--- config.mk ---
export PLATFORM = sky130hd
export DESIGN_NAME = regLoadPort
export DESIGN_NICKNAME = d
export VERILOG_FILES = /design/src/rtl/regLoadPkg.sv /design/src/rtl/regLoadCtrl.sv /design/src/rtl/regLoadData.sv /design/src/rtl/regLoadPort.sv
export SDC_FILE = /design/constraint.sdc
export NUM_CORES = 1
export LEC_CHECK = 0
export ABC_AREA = 1
export BUFFER_PORTS_ARGS = -buffer_cell sky130_fd_sc_hd__buf_4
export CAP_MARGIN = 20
export CORE_ASPECT_RATIO = 0.7
export CORE_MARGIN = 5
export CORE_UTILIZATION = 57
export DETAILED_ROUTE_END_ITERATION = 8
export GPL_TIMING_DRIVEN = 0
export PLACE_DENSITY = 0.91
export RECOVER_POWER = 25
export SYNTH_ARGS = -nofsm -noshare
export SYNTH_HDL_FRONTEND = slang
export SYNTH_SLANG_ARGS = --single-unit
--- constraint.sdc ---
create_clock -name clk -period 16.3 [get_ports clk]
set_clock_uncertainty 0.1 [all_clocks]
set_input_delay 0.815 -clock clk [delete_from_list [all_inputs] [get_ports clk]]
set_output_delay 0.815 -clock clk [all_outputs]
set_load 0.02 [all_outputs]
--- src/rtl/regLoadPkg.sv ---
package regLoadPkg;

  // Strobes from control to datapath, one clock wide each
  typedef struct packed {
    logic ldAddr;
    logic wrLo;
    logic wrHi;
    logic incAddr;
  } loadStrobes_t;

endpackage

--- src/rtl/regLoadCtrl.sv ---
module regLoadCtrl
  import regLoadPkg::*;
(
  input  logic         clk,
  input  logic         clear,
  input  logic         loadStrobe,
  input  logic         addrNotData,
  input  logic         hiSel,
  output loadStrobes_t strobes
);

  logic [1:0] loadSync;
  logic       loadPrev;
  logic       fallSeen, riseSeen;
  logic       capSel, capHi, armed;
  logic       autoMode, phaseHi;
  logic       act;

  // Two-flop synchroniser plus edge history, all idle high
  always_ff @(posedge clk or posedge clear) begin
    if (clear) begin
      loadSync <= 2'b11;
      loadPrev <= 1'b1;
    end else begin
      loadSync <= {loadSync[0], loadStrobe};
      loadPrev <= loadSync[1];
    end
  end

  assign fallSeen = loadPrev & ~loadSync[1];
  assign riseSeen = ~loadPrev & loadSync[1];
  assign act      = riseSeen & armed;

  always_ff @(posedge clk or posedge clear) begin
    if (clear) begin
      capSel   <= 1'b0;
      capHi    <= 1'b0;
      armed    <= 1'b0;
      autoMode <= 1'b0;
      phaseHi  <= 1'b0;
    end else begin
      if (fallSeen) begin
        capSel <= addrNotData;
        capHi  <= hiSel;
        armed  <= 1'b1;
      end else if (riseSeen) begin
        armed <= 1'b0;
      end
      if (act) begin
        if (!capSel) begin
          autoMode <= capHi;
          phaseHi  <= 1'b0;
        end else if (autoMode) begin
          phaseHi <= ~phaseHi;
        end
      end
    end
  end

  always_comb begin
    strobes         = '0;
    strobes.ldAddr  = act & ~capSel;
    strobes.wrLo    = act & capSel & (autoMode ? ~phaseHi : ~capHi);
    strobes.wrHi    = act & capSel & (autoMode ?  phaseHi :  capHi);
    strobes.incAddr = act & capSel & autoMode & phaseHi;
  end

  // in sequential mode a low-byte write is followed by the high phase
  assert_auto_alternate_R7: assert property (@(posedge clk) disable iff (clear)
    (strobes.wrLo && autoMode) |=> phaseHi);

  // nothing is issued unless the synchronised strobe just rose
  assert_rise_only_R6: assert property (@(posedge clk) disable iff (clear)
    (strobes.wrLo || strobes.wrHi || strobes.ldAddr) |-> (loadSync[1] && !loadPrev));

endmodule

--- src/rtl/regLoadData.sv ---
module regLoadData
  import regLoadPkg::*;
#(
  parameter int  DATA_W         = 8,
  parameter int  REG_W          = 12,
  parameter int  NUM_REGS       = 19,
  parameter int  ENABLE_BIT     = 10,
  parameter bit  CLK_ON_DEFAULT = 1'b0
) (
  input  logic                      clk,
  input  logic                      clear,
  input  loadStrobes_t              strobes,
  input  logic [DATA_W-1:0]         dataBus,
  output logic [NUM_REGS*REG_W-1:0] regsFlat
);

  localparam int ADDR_W = DATA_W;
  localparam int HI_W   = REG_W - DATA_W;
  localparam logic [ADDR_W-1:0] LAST_ADDR = ADDR_W'(NUM_REGS - 1);

  logic [ADDR_W-1:0] addrQ;

  always_ff @(posedge clk or posedge clear) begin
    if (clear) begin
      addrQ <= '0;
    end else if (strobes.ldAddr) begin
      addrQ <= dataBus;
    end else if (strobes.incAddr) begin
      addrQ <= (addrQ >= LAST_ADDR) ? '0 : addrQ + 1'b1;
    end
  end

  for (genvar i = 0; i < NUM_REGS; i++) begin : g_reg
    localparam logic [REG_W-1:0] DEF_VAL =
      (i == 0 && CLK_ON_DEFAULT) ? (REG_W'(1) << ENABLE_BIT) : '0;
    logic [REG_W-1:0] regQ;
    logic             hit;
    assign hit = (addrQ == ADDR_W'(i));

    always_ff @(posedge clk or posedge clear) begin
      if (clear) begin
        regQ <= DEF_VAL;
      end else begin
        if (strobes.wrLo && hit) regQ[DATA_W-1:0]     <= dataBus;
        if (strobes.wrHi && hit) regQ[REG_W-1:DATA_W] <= dataBus[HI_W-1:0];
      end
    end
    assign regsFlat[i*REG_W +: REG_W] = regQ;
  end

  // at most one action per strobe
  assert_one_action_R3: assert property (@(posedge clk) disable iff (clear)
    $onehot0({strobes.ldAddr, strobes.wrLo, strobes.wrHi}));

  // address strobe captures the bus
  assert_addr_load_R2: assert property (@(posedge clk) disable iff (clear)
    strobes.ldAddr |=> addrQ == $past(dataBus));

  // pointer wraps at the top of the bank
  assert_wrap_R8: assert property (@(posedge clk) disable iff (clear)
    (strobes.incAddr && addrQ == LAST_ADDR) |=> addrQ == '0);

  // writes beyond the bank leave every register alone
  assert_ignore_high_R9: assert property (@(posedge clk) disable iff (clear)
    ((strobes.wrLo || strobes.wrHi) && addrQ > LAST_ADDR) |=> $stable(regsFlat));

  // clear holds the defaults
  always @(posedge clk) begin
    if (clear) begin
      assert_defaults_R1: assert (regsFlat[REG_W-1:0] ==
        ((CLK_ON_DEFAULT) ? (REG_W'(1) << ENABLE_BIT) : '0));
    end
  end

endmodule

--- src/rtl/regLoadPort.sv ---
module regLoadPort
  import regLoadPkg::*;
#(
  parameter int DATA_W         = 8,
  parameter int REG_W          = 12,
  parameter int NUM_REGS       = 19,
  parameter bit CLK_ON_DEFAULT = 1'b0
) (
  input  logic                      clk,
  input  logic                      clear,
  input  logic                      loadStrobe,
  input  logic                      addrNotData,
  input  logic                      hiSel,
  input  logic [DATA_W-1:0]         dataBus,
  output logic [NUM_REGS*REG_W-1:0] regsFlat
);

  loadStrobes_t strobes;

  regLoadCtrl u_ctrl (
    .clk        (clk),
    .clear      (clear),
    .loadStrobe (loadStrobe),
    .addrNotData(addrNotData),
    .hiSel      (hiSel),
    .strobes    (strobes)
  );

  regLoadData #(
    .DATA_W        (DATA_W),
    .REG_W         (REG_W),
    .NUM_REGS      (NUM_REGS),
    .ENABLE_BIT    (10),
    .CLK_ON_DEFAULT(CLK_ON_DEFAULT)
  ) u_data (
    .clk     (clk),
    .clear   (clear),
    .strobes (strobes),
    .dataBus (dataBus),
    .regsFlat(regsFlat)
  );

endmodule

**Word level (Yosys, flattened, before mapping)**

Index checks and enable logic that the tools add are counted.

- Flip-flop bits (word level): 244
- Bits in latches: 0
- Memory bits (writable): 0
- Memory bits (read-only): 0
- Input port bits: 13
- Memories: 0

- Add/subtract/negate cells: 1
- Multipliers: 0
- Divide/modulo/power cells: 0
- $lt $le $gt $ge: 1
- Eq/ne operators: 19
- Shift-type cells: 0
- Mux-type cells: 9
- Bitwise logic cells: 14
- Reductions and logical operators: 43

Operator list:

| kind | count |
|---|---|
| $eq 8x4->1 const B | 8 |
| $logic_and 1x1->1 | 38 |
| $eq 8x3->1 const B | 4 |
| $eq 8x5->1 const B | 3 |
| $mux 8 | 3 |
| $eq 8x2->1 const B | 2 |
| $and 1x1->1 | 9 |
| $add 8x1->8 const B | 1 |
| $eq 8x1->1 const B | 1 |
| $ge 8x5->1 const B | 1 |
| $logic_not 8->1 | 1 |
| $mux 1 | 6 |
| $not 1->1 | 5 |
| $reduce_and 2->1 | 2 |
| $reduce_bool 2->1 | 2 |
| $ne 2x2->1 const B | 1 |

**Depth between registers and ports, before layout**

- Depth in word-level cells: 8
- Gate-level depth with buffers: 11
- Depth with buffers taken out: 9

**Hierarchy**

From an unflattened synthesis, not the netlist that was laid out.

- Cell total of the unflattened synthesis: 1063
- Area, all modules: 9899.5 um^2

By module, submodules not included:

| module | instances | cells an instance | area each (um^2) |
|---|---|---|---|
| regLoadData | 1 | 1020 | 9535.4 |
| regLoadCtrl | 1 | 43 | 364.1 |

**Worst setup path before layout**

OpenSTA, ideal clock, no wires.

- Kind: register to register
- From: register u_ctrl.loadSync[1]
- To: register u_data.g_reg[10].regQ[0]
- Library setup time: 0.129 ns
- Arrival time: 1.611 ns
- Data required time: 16.071 ns
- Path slack: 14.460 ns
- Stages on the path, launching flop included: 11
- Clock period less this slack: 1.840 ns
- Path through: dfstp_2 > ha_1 > nand2_1 > inv_1 > nand2_2 > nor2_8 > buf_6 > nand2_2 > buf_2 > nand2_1 > o21ai_1

- Word-level cells in the longest chain between the ends: 5

Ends and longest elaborated chain:

| element | line | text |
|---|---|---|
| start, declared | regLoadCtrl.sv:12 | `logic [1:0] loadSync;` |
| start signal, assigned | regLoadCtrl.sv:25 | `loadSync <= {loadSync[0], loadStrobe};` |
| $and 1x1->1 | regLoadCtrl.sv:31 | `assign riseSeen = ~loadPrev & loadSync[1];` |
| $and 1x1->1 | regLoadCtrl.sv:32 | `assign act = riseSeen & armed;` |
| $and 1x1->1 (2 in series) | regLoadCtrl.sv:63 | `strobes.wrLo = act & capSel & (autoMode ? ~phaseHi : ~capHi);` |
| $logic_and 1x1->1 | regLoadData.sv:44 | `if (strobes.wrLo && hit) regQ[DATA_W-1:0] <= dataBus;` |
| end signal, assigned by index | regLoadData.sv:44 |  |
| end signal, assigned by index | regLoadData.sv:45 | `if (strobes.wrHi && hit) regQ[REG_W-1:DATA_W] <= dataBus[HI_W-1:0];` |
| end, declared | regLoadData.sv:36 | `logic [REG_W-1:0] regQ;` |

No other way between the ends.
A chain may end at the register's enable or synchronous reset.

==> impl_metrics.env <==
export IMPL_overflow=0
export IMPL_synth_compound_area_share=0.121
export IMPL_drt_vias_per_instance=5.55
export IMPL_grt_setup_unrepaired="no"
export IMPL_p_leak_nw=6.17
export IMPL_postCtsSetupBuffers=0
export IMPL_wl_met1_um=11600
export IMPL_die_x_um=164
export IMPL_cpPeakStageDelay_ns=2.48
export IMPL_fin_crit_ns=3.77
export IMPL_antenna_found_initial=0
export IMPL_power_density_nw_per_um2=110
export IMPL_worst_endpoint_arrival_ns=3.50
export IMPL_clock_latency_ns=0.51
export IMPL_first_pass_iters=5
export IMPL_cap_violations=1
export IMPL_drive_above_1_share=0.290
export IMPL_synth_top_family_by_area="simple AND/OR/NAND/NOR gates"
export IMPL_grt_pass1_vias=7990
export IMPL_worstSetupEndpointType="async pin"
export IMPL_final_util=0.760
export IMPL_gp_congestion=0.934
export IMPL_grt_usage=0.291
export IMPL_cts_tree="yes"
export IMPL_clock_sinks=244
export IMPL_htree_levels=1
export IMPL_routed_wl_met3_um=3030
export IMPL_post_dp_hpwl_um=19500
export IMPL_hold_violations=0
export IMPL_drtIter0Drc=725
export IMPL_fmax_mhz=265
export IMPL_worstMarginPinSlew_ns=4.47
export IMPL_cp_cell_sequence="clkbuf_4 > clkinvlp_2"
export IMPL_area_growth_pct=30.7
export IMPL_final_cell_count_no_fill=1443
export IMPL_timing_hold_ws_ns=0.262
export IMPL_io_pins=241
export IMPL_ant_nets=0
export IMPL_ys_ff_latch=244
export IMPL_rows=39
export IMPL_dp_cells=1402
export IMPL_crit_type="in -> async"
export IMPL_ys_types=28
export IMPL_fin_crit_sh=0.231
export IMPL_required_ns=16.03
export IMPL_relSlewSlack=-2.00
export IMPL_synth_xor_area_frac=0.000924
export IMPL_dr_total_vias=8003
export IMPL_hold_depth=0
export IMPL_multi_input_area_sq_um=2980
export IMPL_synth_nets=955
export IMPL_grt_max_degree=142
export IMPL_drt_total_wl_um=28300
export IMPL_cts_repair_resize_count=0
export IMPL_yosys_warnings=0
export IMPL_syn_instance_count=936
export IMPL_clock_path_buffers=3
export IMPL_drv_slew=104
export IMPL_finalSetupViolations=0
export IMPL_cp_buffers_inverters=2
export IMPL_postSynthAreaPerCell_sq_um=10.1
export IMPL_io_buffers=240
export IMPL_crit_family="buffers and inverters"
export IMPL_synth_area_sq_um=9470
export IMPL_crit_path_start_kind="primary input"
export IMPL_yosys_mux_area_fraction=0.00119
export IMPL_fin_setup_tns_ns=0
export IMPL_avgRoutedWirePerCell_um=19.6
export IMPL_initial_core_util=0.581
export IMPL_synthAdderAreaFrac=0.00792
export IMPL_num_fill_cells=1129
export IMPL_cts_made_buffers=23
export IMPL_ctsHoldBuffers=0
export IMPL_cp_depth=2
export IMPL_die_h_um=118
export IMPL_core_sq_um=16300
export IMPL_irDropWorstVdd_mv=0.0802
export IMPL_ys_seq_area_frac=0.645
export IMPL_min_path_type="reg -> reg"
export IMPL_drc=0
export IMPL_ff_latch_area_sq_um=6110
export IMPL_wl_met2_um=13000
export IMPL_crit_fanout=104
export IMPL_antennaDiodeCount=0
export IMPL_violations="capacitance limit, slew limit"
export IMPL_slowest_stage="clkinvlp_2"
export IMPL_clk_pin_slew_ns=0.06
export IMPL_dieArea_sq_um=19300
export IMPL_layout_nets=1221
export IMPL_yosys_area_share_simple=0.183
export IMPL_r2r_worst_path_cells=9
export IMPL_grt_pass1_wl_um=44700
export IMPL_routed_top_layer="met4"
export IMPL_cts_root_buf="clkbuf_16"
export IMPL_status="complete, but fails checks"
## sequential cells by signal (all words and copies together), names as in the netlist
register and cells:
u_ctrl.armed 1, u_ctrl.autoMode 1, u_ctrl.capHi 1, u_ctrl.capSel 1, u_ctrl.loadPrev 1, u_ctrl.loadSync 2, u_ctrl.phaseHi 1, u_data.addrQ 8
u_data.g.regQ 228
## cell type report
| type | instances | area share |
|---|---|---|
| flip-flops and latches | 244 | 0.494 |
| repair buffers | 241 | 0.148 |
| multi-input cells | 621 | 0.240 |
| clock buffers | 27 | 0.0493 |
| inverters | 29 | 0.00889 |
| well taps | 225 | 0.0227 |
| clock inverters | 14 | 0.0148 |
| plain buffers | 42 | 0.0225 |
## power breakdown
part / switching (mW) / internal (mW)
Sequential: 0.0196 / 0.626
Clock: 0.234 / 0.333
Combinational: 0.106 / 0.0471
Total: 0.359 / 1.01
## metrics by stage
stage,setup slack (ns),total power [mW],cell area [sq um]
finish,12.53,1.36,12400
global route,11.80,1.41,12400
floorplan,8.69,0.756,9470
global placement,6.39,0.803,11600
CTS,14.08,1.37,12400
detailed placement,13.88,0.807,11600
## cell families (layout without fill, tap and decap cells)
logic type      count (synthesis)  in the layout
simple gates                  388            388
mux                             1              1
flops                         244            244
xor+xnor                        1              1
compound gates                225            225
fa+ha+maj                       6              6
buf+inv                        71            353
## cell usage after synthesis (all sizes together)
cell type  number  area share
nand2         319        0.14
dfrtp         241        0.64
o21ai         209        0.11
nand3          33       0.017
nor2           33       0.023
inv            29       0.011
buf            25       0.023
clkbuf         17      0.0067
a21oi           9      0.0059
ha              6      0.0079
o22ai           4      0.0026
dfstp           3      0.0083
a22oi           2      0.0016
nand4           2      0.0013
and2            1     0.00066
mux2            1      0.0012
o21a            1     0.00079
xor2            1     0.00092
## cells in the final DEF (no fill, tap or decap), drive strengths merged
master,n
a22oi,2
dfstp,3
bufinv,4
nand2,319
buf,264
mux2,1
nand4,2
ha,6
nand3,33
a21oi,9
nor2,33
clkinv,7
clkinvlp,3
clkbuf,46
inv,29
o22ai,4
and2,1
o21ai,209
dfrtp,241
o21a,1
xor2,1
## final timing paths
check                                    from                       end  slack, ns
max                                     clear  u_data.g_reg[6].regQ[11]      12.53
min                        u_ctrl.loadSync[0]        u_ctrl.loadSync[1]       0.26
max reg2reg                u_ctrl.loadSync[1]  u_data.g_reg[11].regQ[8]      14.06
min reg2reg                u_ctrl.loadSync[0]        u_ctrl.loadSync[1]       0.26
max in group clk           u_ctrl.loadSync[1]  u_data.g_reg[11].regQ[8]      14.06
min in group asynchronous               clear  u_data.g_reg[16].regQ[4]       1.56
## layer usage
layer	up-vias	global-route usage
li1	3594	-
met5	-	0
met1	3945	0.407
met3	57	0.0910
met2	407	0.448
met4	0	0.0718
Power figures use the tool's default switching activity.
